### src/rtl/pdc_pkg.sv
package pdc_pkg;
  typedef struct packed {
    logic unpack;
    logic le;
    logic lsd;
  } pdc_mode_t;
endpackage

### src/rtl/pdc_ctrl.sv
module pdc_ctrl
  import pdc_pkg::*;
#(
  parameter int MAX_DIGITS = 32,
  parameter int LW = 6
) (
  input  logic          clk,
  input  logic          rst_n,
  input  logic          start,
  input  logic [LW-1:0] len_in,
  input  pdc_mode_t     mode_in,
  output logic          busy,
  output logic [LW-1:0] step,
  output logic [LW-1:0] len_q,
  output pdc_mode_t     mode_q,
  output logic          done,
  output logic          accept,
  output logic          len_bad
);
  logic          busy_q, busy_d;
  logic          done_q, done_d;
  logic [LW-1:0] step_q, step_d;
  logic [LW-1:0] len_d;
  pdc_mode_t     mode_d;
  logic          len_ok, last;

  assign len_ok  = (len_in != '0) && !len_in[0] && (len_in <= LW'(MAX_DIGITS));
  assign accept  = start && !busy_q;
  assign len_bad = accept && !len_ok;
  assign last    = (step_q == len_q - LW'(1));

  always_comb begin
    busy_d = busy_q;
    done_d = 1'b0;
    step_d = step_q;
    len_d  = len_q;
    mode_d = mode_q;
    if (busy_q) begin
      step_d = step_q + LW'(1);
      if (last) begin
        busy_d = 1'b0;
        done_d = 1'b1;
      end
    end else if (start) begin
      if (len_ok) begin
        busy_d = 1'b1;
        step_d = '0;
        len_d  = len_in;
        mode_d = mode_in;
      end else begin
        done_d = 1'b1;
      end
    end
  end

  always_ff @(posedge clk or negedge rst_n) begin
    if (!rst_n) begin
      busy_q <= 1'b0;
      done_q <= 1'b0;
      step_q <= '0;
      len_q  <= '0;
      mode_q <= '0;
    end else begin
      busy_q <= busy_d;
      done_q <= done_d;
      step_q <= step_d;
      len_q  <= len_d;
      mode_q <= mode_d;
    end
  end

  assign busy = busy_q;
  assign done = done_q;
  assign step = step_q;
endmodule

### src/rtl/pdc_addr_gen.sv
module pdc_addr_gen
  import pdc_pkg::*;
#(
  parameter int LW = 6,
  localparam int OW = LW + 1
) (
  input  pdc_mode_t            mode,
  input  logic [LW-1:0]        len,
  input  logic [LW-1:0]        step,
  output logic signed [OW-1:0] pk_off,
  output logic signed [OW-1:0] ch_off,
  output logic                 hi_half
);
  logic signed [OW-1:0] j_s, k_s, n_s, b_s, rev_j;

  assign k_s     = $signed({1'b0, step});
  assign n_s     = $signed({1'b0, len});
  assign j_s     = k_s >>> 1;
  assign b_s     = n_s >>> 1;
  assign rev_j   = b_s - OW'(1) - j_s;
  assign hi_half = !step[0];

  always_comb begin
    unique case ({mode.le, mode.lsd})
      2'b00:   pk_off = j_s;
      2'b10:   pk_off = -j_s;
      2'b11:   pk_off = rev_j;
      default: pk_off = -rev_j;
    endcase
    ch_off = mode.lsd ? (n_s - OW'(1) - k_s) : k_s;
  end
endmodule

### src/rtl/pdc_datapath.sv
module pdc_datapath (
  input  logic       clk,
  input  logic       rst_n,
  input  logic       busy,
  input  logic       unpack,
  input  logic       hi_half,
  input  logic       accept,
  input  logic       len_bad,
  input  logic [7:0] src_data,
  output logic [7:0] dst_data,
  output logic       wr,
  output logic       err
);
  logic [3:0] hold_q, hold_d;
  logic       err_q, err_d;
  logic [3:0] nib;
  logic       step_bad;
  logic       hold_en;

  assign nib     = hi_half ? src_data[7:4] : src_data[3:0];
  assign hold_en = busy && !unpack && hi_half;

  always_comb begin
    if (unpack) begin
      dst_data = {4'h3, nib};
      wr       = busy;
      step_bad = (nib > 4'd9);
    end else begin
      dst_data = {hold_q, src_data[3:0]};
      wr       = busy && !hi_half;
      step_bad = (src_data[7:4] != 4'h3) || (src_data[3:0] > 4'd9);
    end
  end

  always_comb begin
    hold_d = hold_en ? src_data[3:0] : hold_q;
    if (accept)                 err_d = len_bad;
    else if (busy && step_bad)  err_d = 1'b1;
    else                        err_d = err_q;
  end

  always_ff @(posedge clk or negedge rst_n) begin
    if (!rst_n) begin
      hold_q <= 4'h0;
      err_q  <= 1'b0;
    end else begin
      hold_q <= hold_d;
      err_q  <= err_d;
    end
  end

  assign err = err_q;
endmodule

### src/rtl/pdec_conv.sv
module pdec_conv
  import pdc_pkg::*;
#(
  parameter int MAX_DIGITS = 32,
  localparam int LW = $clog2(MAX_DIGITS + 1),
  localparam int OW = LW + 1
) (
  input  logic                 clk,
  input  logic                 rst_n,
  input  logic                 start,
  input  logic                 op_unpack,
  input  logic                 le_mode,
  input  logic                 lsd_first,
  input  logic [LW-1:0]        num_digits,
  output logic                 busy,
  output logic                 done,
  output logic                 err,
  output logic                 src_rd,
  output logic signed [OW-1:0] src_off,
  input  logic [7:0]           src_data,
  output logic                 dst_we,
  output logic signed [OW-1:0] dst_off,
  output logic [7:0]           dst_data
);
  pdc_mode_t            mode_in, mode_q;
  logic [LW-1:0]        step, len_q;
  logic                 accept, len_bad, hi_half;
  logic signed [OW-1:0] pk_off, ch_off;
  logic                 run_unpack;

  assign mode_in    = '{unpack: op_unpack, le: le_mode, lsd: lsd_first};
  assign run_unpack = mode_q.unpack;

  pdc_ctrl #(.MAX_DIGITS(MAX_DIGITS), .LW(LW)) u_ctrl (
    .clk(clk), .rst_n(rst_n), .start(start), .len_in(num_digits),
    .mode_in(mode_in), .busy(busy), .step(step), .len_q(len_q),
    .mode_q(mode_q), .done(done), .accept(accept), .len_bad(len_bad)
  );

  pdc_addr_gen #(.LW(LW)) u_addr (
    .mode(mode_q), .len(len_q), .step(step),
    .pk_off(pk_off), .ch_off(ch_off), .hi_half(hi_half)
  );

  pdc_datapath u_dp (
    .clk(clk), .rst_n(rst_n), .busy(busy), .unpack(run_unpack),
    .hi_half(hi_half), .accept(accept), .len_bad(len_bad),
    .src_data(src_data), .dst_data(dst_data), .wr(dst_we), .err(err)
  );

  assign src_rd  = busy;
  assign src_off = run_unpack ? pk_off : ch_off;
  assign dst_off = run_unpack ? ch_off : pk_off;
endmodule

### config.mk
export PLATFORM = sky130hd
export DESIGN_NAME = pdec_conv
export DESIGN_NICKNAME = d
export VERILOG_FILES = /design/src/rtl/pdc_pkg.sv /design/src/rtl/pdc_ctrl.sv /design/src/rtl/pdc_addr_gen.sv /design/src/rtl/pdc_datapath.sv /design/src/rtl/pdec_conv.sv
export SDC_FILE = /design/constraint.sdc
export NUM_CORES = 1
export LEC_CHECK = 0
export BUFFER_PORTS_ARGS = -buffer_cell sky130_fd_sc_hd__buf_2
export CAP_MARGIN = 25
export CORE_UTILIZATION = 50
export DETAILED_ROUTE_END_ITERATION = 12
export GPL_ROUTABILITY_DRIVEN = 1
export PLACE_DENSITY = 0.77
export SYNTH_ARGS = -nofsm -noshare
export SYNTH_HDL_FRONTEND = slang
export SYNTH_SLANG_ARGS = --single-unit
### constraint.sdc
create_clock -name clk -period 3.1 [get_ports clk]
set_input_delay 0.62 -clock clk [delete_from_list [all_inputs] [get_ports clk]]
set_output_delay 0.62 -clock clk [all_outputs]
set_load 0.005 [all_outputs]
== After elaboration in Yosys (flattened, before gate mapping) ==
Index checks and enable logic that the tools add are counted.
W data, S select, Z words.

* Bits in registers: 22
* Input port bits: 20
* Output and inout port bits: 27
* Logic and storage cells: 67

* Add/sub/neg operators: 8
* Order comparisons: 3
* Equal/unequal tests: 4
* Muxes and demuxes: 21
* Bitwise operators: 1
* Reduce and logical (&&, ||, !) cells: 21

{| class="wikitable"
|+ Operators with widths
! operator !! count
|-
| $mux W7 || 3
|-
| $pmux W7 S3 || 1
|-
| $mux W6 || 3
|-
| $mux W1 || 12
|-
| $gt A4 B4 Y1 const B || 2
|-
| $logic_and A1 B1 Y1 || 8
|-
| $mux W8 || 1
|-
| $neg A5 Y7 || 1
|-
| $neg A7 Y7 || 1
|-
| $sub A6 B1 Y7 const B || 1
|-
| $sub A7 B6 Y7 || 1
|-
| $sub A7 B7 Y7 || 1
|-
| $add A6 B1 Y6 const B || 1
|-
| $eq A6 B6 Y1 || 1
|-
| $le A6 B6 Y1 const B || 1
|-
| $reduce_bool A2 Y1 || 3
|-
| $reduce_bool A6 Y1 || 1
|-
| $sub A5 B1 Y6 const B || 1
|-
| $sub A6 B1 Y6 const B || 1
|-
| $logic_not A1 Y1 || 5
|-
| $eq A2 B2 Y1 const B || 2
|-
| $mux W4 || 1
|-
| $ne A4 B2 Y1 const B || 1
|-
| $reduce_and A3 Y1 || 1
|-
| 4 further kinds || 4
|}

== Logic depth before layout (Yosys ltp) ==
Gate-level depths: netlist (run 1).

* Word-level depth: 6
* Depth in mapped cells: 11
* Depth with buffers taken out: 11

== Cells and area by module ==
Synthesis (run 1) repeated with hierarchy kept, for this count alone.

* Cell total of the unflattened synthesis: 259
* Area, all modules: 2369.8 um^2

{| class="wikitable"
|+ By module, submodules not included
! module !! instances !! cells each !! area an instance (um^2)
|-
| pdc_ctrl || 1 || 83 || 929.6
|-
| pdc_addr_gen || 1 || 130 || 910.9
|-
| pdc_datapath || 1 || 30 || 352.8
|-
| pdec_conv || 1 || 16 || 176.4
|}

== Worst setup path before layout (run 1) ==
Ideal clock, no wire load.

* Kind: reg-to-output
* Start: register u_ctrl.len_q[1]
* End: output port dst_off[6]
* Arrival time: 2.565 ns
* Data required time: 2.480 ns
* Path slack: -0.085 ns
* Stages on the path, launching flop included: 10
* Path buffers: 0
* Path through: dfrtp_1 -> inv_1 -> ha_1 -> fa_1 -> nand2b_1 -> a21oi_2 -> xnor2_1 -> or3_4 -> or2_1 -> a211o_1

* Cells in the longest elaborated chain, start to end: 5
* Elaborated cells between the ends (all ways): 8
* Classes of those cells: 5 x add/sub; 3 x mux

{| class="wikitable"
|+ Ends and longest elaborated chain
! item !! line !! text
|-
| start: declaration || pdc_ctrl.sv:14 || <nowiki>output logic [LW-1:0] len_q,</nowiki>
|-
| start signal: assignment || pdc_ctrl.sv:67 || <nowiki>len_q <= len_d;</nowiki>
|-
| $sub A5 B1 Y6 || pdc_addr_gen.sv:20 || <nowiki>assign rev_j = b_s - OW'(1) - j_s;</nowiki>
|-
| $sub A7 B6 Y7 || pdc_addr_gen.sv:20 ||
|-
| $neg A7 Y7 || pdc_addr_gen.sv:28 || <nowiki>default: pk_off = -rev_j;</nowiki>
|-
| $pmux W7 S3 || pdc_addr_gen.sv:24 || <nowiki>unique case ({mode.le, mode.lsd})</nowiki>
|-
| $mux W7 * || pdec_conv.sv:53 || <nowiki>assign dst_off = run_unpack ? ch_off : pk_off;</nowiki>
|-
| end: declaration || pdec_conv.sv:22 || <nowiki>output logic signed [OW-1:0] dst_off,</nowiki>
|}

Every way passes the cells marked *; elsewhere a longest branch is shown, timed or not.

== Final worst setup path (run 1) ==
* Start: register u_ctrl.len_q[1]
* End: output port src_off[6]

* Cells in the longest elaborated chain, start to end: 5
* Elaborated cells between the ends (all ways): 8
* Classes of those cells: 5 x add/sub; 3 x mux

{| class="wikitable"
|+ Ends and longest elaborated chain
! item !! line !! text
|-
| $sub A5 B1 Y6 || pdc_addr_gen.sv:20 ||
|-
| $sub A7 B6 Y7 || pdc_addr_gen.sv:20 ||
|-
| $neg A7 Y7 || pdc_addr_gen.sv:28 ||
|-
| $pmux W7 S3 || pdc_addr_gen.sv:24 ||
|-
| $mux W7 * || pdec_conv.sv:52 || <nowiki>assign src_off = run_unpack ? pk_off : ch_off;</nowiki>
|-
| end: declaration || pdec_conv.sv:19 || <nowiki>output logic signed [OW-1:0] src_off,</nowiki>
|}

Marks and branches as above.

==> run metrics, run 1 <==
Pins Over Slew Limit=0; Die X=69.5 um; Synth cell types=50; IO Count=47; Worst setup EP type=output pin; top cell type's share of synthesized area=0.242; RSZ-0062 raised after global routing=yes; DR pass1 iterations=4; global-route wire length before repair=10.0 mm; drt drc=0; largest net degree at the start of global routing=24; slowest stage cell, crit path=fa_2; vias in the first global route=2100; Worst path top cell family by delay=adder cells; ys async rst share=1.00; Vias=2271; hold slack=0.306 ns; Post-synth top cells=27 x nand2_1, 22 x dfrtp_1, 21 x o21ai_0; Layout Area Growth over Synthesis=35.2%; largest area contributor in the netlist=dfrtp_1; Worst Max-Slew Pin Slew=0.552 ns; sequential fraction of the synthesis area=0.242; die area=0.00483 sq mm; total routed wirelength=6.25 mm; Post-Syn Instances=roughly 270; number of synthesized register bits=22; slowest cell delay on critical path=approximately 0.58 ns; WP buf/inv=3; Max Clock Skew=around 0.0013 ns; count leader, synth=nand2_1; Setup CP Type=flip-flop to output pin; CP endpoint=src_off[6]; Synth Area per Inst=8.49 sq um; initial antenna violation count=0; Most Frequent Cell on Critical Path=ha_4; initial drt markers=223; RR Startpoint=u_ctrl.len_q[1]; Worst-Skew Late Latency=0.26 ns; HP Class=primary input to async pin; Clock Sinks=22; share of layout cells above drive strength 1=0.418; grt ovf=0; Max-slew headroom=0.623; CP Data Required Time=roughly 2.5 ns; Initial Utilization=0.523; Setup crit start=u_ctrl.len_q[1]; PortBufs=46; Area after DPL=0.00274 sq mm; fin area=0.00308 sq mm; GRT Overall Usage=0.259; HPWL Detailed=4.56 mm; Yosys warning total=0; failing checks=negative setup slack; Core ar.=between 0.004 and 0.005 sq mm; htree depth=1; Final Util=0.707; CTS clock-pin slew for the worst setup and hold paths=0.08 ns; number of nets in the final layout=381; row count=24; Top FF cell, synth=dfrtp_1; Antenna Cells=0; Mapped Area=0.00228 sq mm; largest cells by area after synthesis=dfrtp_1 24%, ha_1 9.9%, xnor2_1 6.5%; Stages on worst setup path=10; Crit path arrival time=2.91 ns; Fillers=340; status=finished with violations; CTS tree=done; r2r setup slk=1.22 ns; reg2reg end=u_ctrl.busy; Final setup violation count=11; crit path launch type=flip-flop; post-synth net total=around 310; Final Hold Fails=0; clock root buffer=clkbuf_8; gp weighted congestion=0.844; final setup margin=-0.429 ns; final worst path period share=1.14; max_cap viols=0; DR WL/cell=15.9 um; crit-path cells=inv_2 -> buf_4 -> ha_4 -> fa_2 -> ha_4 -> nand2_1 -> or3_4 -> or2_1 -> a211o_1 -> buf_2; fin crit period=between 3 and 4 ns; DIE HEIGHT=69.5 um; critical path peak fanout=3; DR vias/cell=5.79; CTS max path bufs=2; reg2reg path depth=9; Post-synth EDFFs=0; Max Freq=283 MHz; total CTS buffers=3; DRT antenna net count=0
==> routing by layer <==
layer  share of wire  track usage  wire [um]  up-vias
met3           0.058       0.0480        361       12
met2            0.49        0.428       3090       74
met1            0.43        0.351       2680     1085
met4           0.019       0.0590        121        0
met5               0            0          0        -
li1                -            -          -     1100
==> logic make-up (layout without fill, tap and decap cells) <==
group,count (synthesis),count (layout),synth area share
AO/OA/AOI/OAI,64,64,0.182
XOR/XNOR,26,26,0.100
adder cells (fa/ha/maj),20,20,0.117
buffers and inverters,33,105,0.0572
flip-flops,22,22,0.242
multiplexers,22,22,0.120
AND/OR/NAND/NOR,81,81,0.182
==> what timing repair did <==
action / 4_1_cts / 5_1_grt
gates resized for setup: 22 / 20
hold buffers: 0 / 0
setup endpoints to repair: 12 / 12
cloned: 0 / 0
pin swaps: 13 / 15
endpoints found under the hold margin: 0 / 0
buffers inserted: 5 / 6
==> registers in the layout, indices dropped and copies added (netlist names) <==
signal	cells
u_dp.err	1
u_ctrl.done	1
u_ctrl.step	6
u_ctrl.len_q	6
u_dp.hold_q	4
u_ctrl.busy	1
u_ctrl.mode_q	3
==> worst min path at each step <==
stage	start	endpoint	slack [ns]	cells after the start
6_report	rst_n	u_dp.hold_q[2]	0.31	1
3_5_place_dp	u_dp.hold_q[0]	u_dp.hold_q[0]	0.49	1
3_3_place_gp	u_dp.hold_q[3]	u_dp.hold_q[3]	0.48	1
2_1_floorplan	rst_n	u_ctrl.busy	0.32	0
4_1_cts	rst_n	u_dp.hold_q[2]	0.33	1
5_1_grt	rst_n	u_dp.hold_q[2]	0.33	1
==> worst register-to-register path, cell delays in order (launching register included) <==
cell	delay, ns
dfrtp_1	0.39
inv_2	0.07
buf_4	0.13
buf_4	0.13
ha_1	0.20
xnor2_1	0.20
xnor2_1	0.11
nor3_1	0.17
nand4_1	0.18
a21o_1	0.21
==> cell usage in the layout, fill, tap and decap left out, types with 3 or more instances in the layout <==
cell and n:
or2_2 3, nor2_1 11, nand3_1 5, inv_1 15, xor2_1 5, inv_2 3
ha_1 13, nor4_1 6, a21o_1 6, a211o_1 3, buf_2 46, o21ai_0 19
clkbuf_8 4, a31oi_1 5, dfrtp_1 21, nor2_2 4, a21oi_1 7, buf_6 5
mux4_2 3, mux2i_1 6, ha_4 4, buf_4 32, xnor2_1 16, nand2_1 26
nor2b_1 6, mux2_2 13
==> per-stage QoR <==
step | setup slack (ns) | setup TNS [ns] | instances
2_1_floorplan | 0.0132 | 0 | 268
3_3_place_gp | -0.0701 | -0.190 | 377
3_5_place_dp | -0.166 | -0.554 | 377
4_1_cts | -0.303 | -1.77 | 386
5_1_grt | -0.550 | -3.99 | 392
6_report | -0.429 | -2.65 | 392
==> area by class of cell <==
type                    count  area (sq um)  share of cell area
multi-input cells         213          1810               0.588
flip-flops and latches     22           552               0.179
repair buffers             83           527               0.171
inverters                  18          67.6              0.0220
well taps                  52          65.1              0.0211
clock buffers               4          55.1              0.0179
Power of run 1 is not shown: default switching activity piles up to over one toggle a cycle in this logic, so the estimate is an artifact.
==> run 2: changes to the inputs <==
--- a/config.mk
+++ b/config.mk
@@ -7,10 +7,14 @@
 export LEC_CHECK = 0
 export BUFFER_PORTS_ARGS = -buffer_cell sky130_fd_sc_hd__buf_2
 export CAP_MARGIN = 25
-export CORE_UTILIZATION = 50
+export CELL_PAD_IN_SITES_DETAIL_PLACEMENT = 0
+export CELL_PAD_IN_SITES_GLOBAL_PLACEMENT = 2
+export CORE_MARGIN = 2
+export CORE_UTILIZATION = 30
 export DETAILED_ROUTE_END_ITERATION = 12
 export GPL_ROUTABILITY_DRIVEN = 1
-export PLACE_DENSITY = 0.77
+export HOLD_SLACK_MARGIN = 0.12
+export PLACE_DENSITY_LB_ADDON = 0.1
 export SYNTH_ARGS = -nofsm -noshare
 export SYNTH_HDL_FRONTEND = slang
 export SYNTH_SLANG_ARGS = --single-unit
==> run 2 against run 1 <==
Effect of this change: the flow still finishes with violations (negative setup slack); first-iteration DRC count decreased by 59%; routed wire length increased by 7.0%; worst hold slack improved by 0.011 ns; cell count increased by 11%; critical path type unchanged; count of clock-buffer cells in the layout decreased by 1; sequential share of layout area decreased by 0.26 points; register-to-register slack improved by 0.04 ns; global-route usage decreased by 9.6 points; via count decreased by 5.5%; final area increased by 1.3%; maximum frequency increased by 1.8%.
==> run metrics, run 2 (synthesized netlist as in run 1, its figures left out) <==
most common cell after layout, fill and taps aside=buf_2; initial antenna violation count=0; HP Class=primary input to async pin; Worst setup EP type=output pin; final worst path period share=1.12; CP Data Required Time=around 2.5 ns; DRT antenna net count=0; Antenna Cells=0; total CTS buffers=3; Layout Area Growth over Synthesis=36.9%; gp weighted congestion=0.768; Core ar.=0.00729 sq mm; Max Freq=288 MHz; Max Clock Skew=0.00189 ns; drt drc=0; share of layout cells above drive strength 1=0.421; Final Hold Fails=0; Crit path arrival time=2.85 ns; fin crit period=3.47 ns; IO Count=47; Final setup violation count=10; HPWL Detailed=5.33 mm; max_cap viols=0; Post-Place Setup Slack=-0.185 ns; Worst-Skew Late Latency=0.26 ns; grt ovf=0; CTS max path bufs=2; htree depth=1; grt peak-use layer=met2; vias in the first global route=between 2000 and 2500; met3 Usage GRT=0.0299; CTS clock-pin slew for the worst setup and hold paths=0.07 ns; row count=31; largest net degree at the start of global routing=24; Die X=91.1 um; commonest non-fill, non-tap cells in the layout=46 x buf_2, 33 x buf_4, 25 x nand2_1; clock root buffer=clkbuf_8; Fillers=788; number of nets in the final layout=379; global-route wire length before repair=10.9 mm; RSZ-0062 raised after global routing=yes; GRT met2 Usage=0.253; Clock Sinks=22; initial drt markers=just over 90; r2r setup slk=1.26 ns; PortBufs=46; crit path launch type=flip-flop; final setup margin=-0.367 ns; critical path peak fanout=3; CTS tree=done; die area=0.00830 sq mm; met1 Resource Use GR=0.242; DR vias/cell=4.92; Setup CP Type=flip-flop to output pin; Worst Max-Slew Pin Slew=0.580 ns; Initial Utilization=0.312; total routed wirelength=about 6.7 mm; failing checks=negative setup slack; DR WL/cell=15.3 um; DIE HEIGHT=91.1 um; Vias=2146; Max-slew headroom=0.604; Pins Over Slew Limit=0; status=finished with violations; DR pass1 iterations=4; GRT Overall Usage=0.162
-- run 2: area by class of cell --
cell class,instances,area [sq um],area share
timing repair buffer,81,500,0.161
sequential,22,551,0.177
multi-input combinational,213,1830,0.588
inverter,18,67.6,0.0217
clock buffer,3,41.3,0.0133
tap,99,124,0.0398
-- run 2: path summary, 6_finish.rpt --
kind / cells past startpoint / end / from
setup / recovery: 9 / src_off[6] / u_ctrl.len_q[1]
hold / removal: 1 / u_ctrl.mode_q[1] / rst_n
setup reg to reg: 9 / u_ctrl.busy / u_ctrl.len_q[1]
hold reg to reg: 1 / u_dp.hold_q[1] / u_dp.hold_q[1]
max in group asynchronous: 1 / u_ctrl.step[3] / rst_n
min in group clk: 1 / u_dp.hold_q[1] / u_dp.hold_q[1]
-- run 2: layer usage --
| layer | up-vias | part of all wire |
|---|---|---|
| met5 | - | 0 |
| met4 | 0 | 0 |
| met3 | 0 | 0.036 |
| met2 | 48 | 0.47 |
| met1 | 1005 | 0.49 |
| li1 | 1093 | - |
-- run 2: stage by stage --
stage / setup TNS [ns] / cell area [sq um] / util / instances / hold slack (ns)
3_5_place_dp: -0.588 / 2830 / 0.388 / 428 / 0.487
2_1_floorplan: 0 / 2310 / - / 268 / 0.324
6_report: -1.90 / 3120 / 0.427 / 436 / 0.317
4_1_cts: -2.38 / 2980 / 0.408 / 433 / 0.335
3_3_place_gp: -0.431 / 2830 / 0.388 / 428 / 0.484
5_1_grt: -3.35 / 3120 / 0.427 / 436 / 0.352
-- run 2: critical path, cell delays in order, from the launching register on --
cell     delay [ns]
dfrtp_1        0.41
buf_4          0.16
ha_2           0.18
fa_2           0.60
ha_4           0.14
nand2_1        0.07
or3_4          0.40
or2_1          0.25
a211o_1        0.25
buf_2          0.12
-- run 2: timing repair --
action                                  CTS  global route
hold buffers                              0             0
setup buffers                             2             3
pin swaps                                13            13
gates resized for setup                  24            20
endpoints found under the setup margin   12            12
Power of run 2 is left out for the same reason.
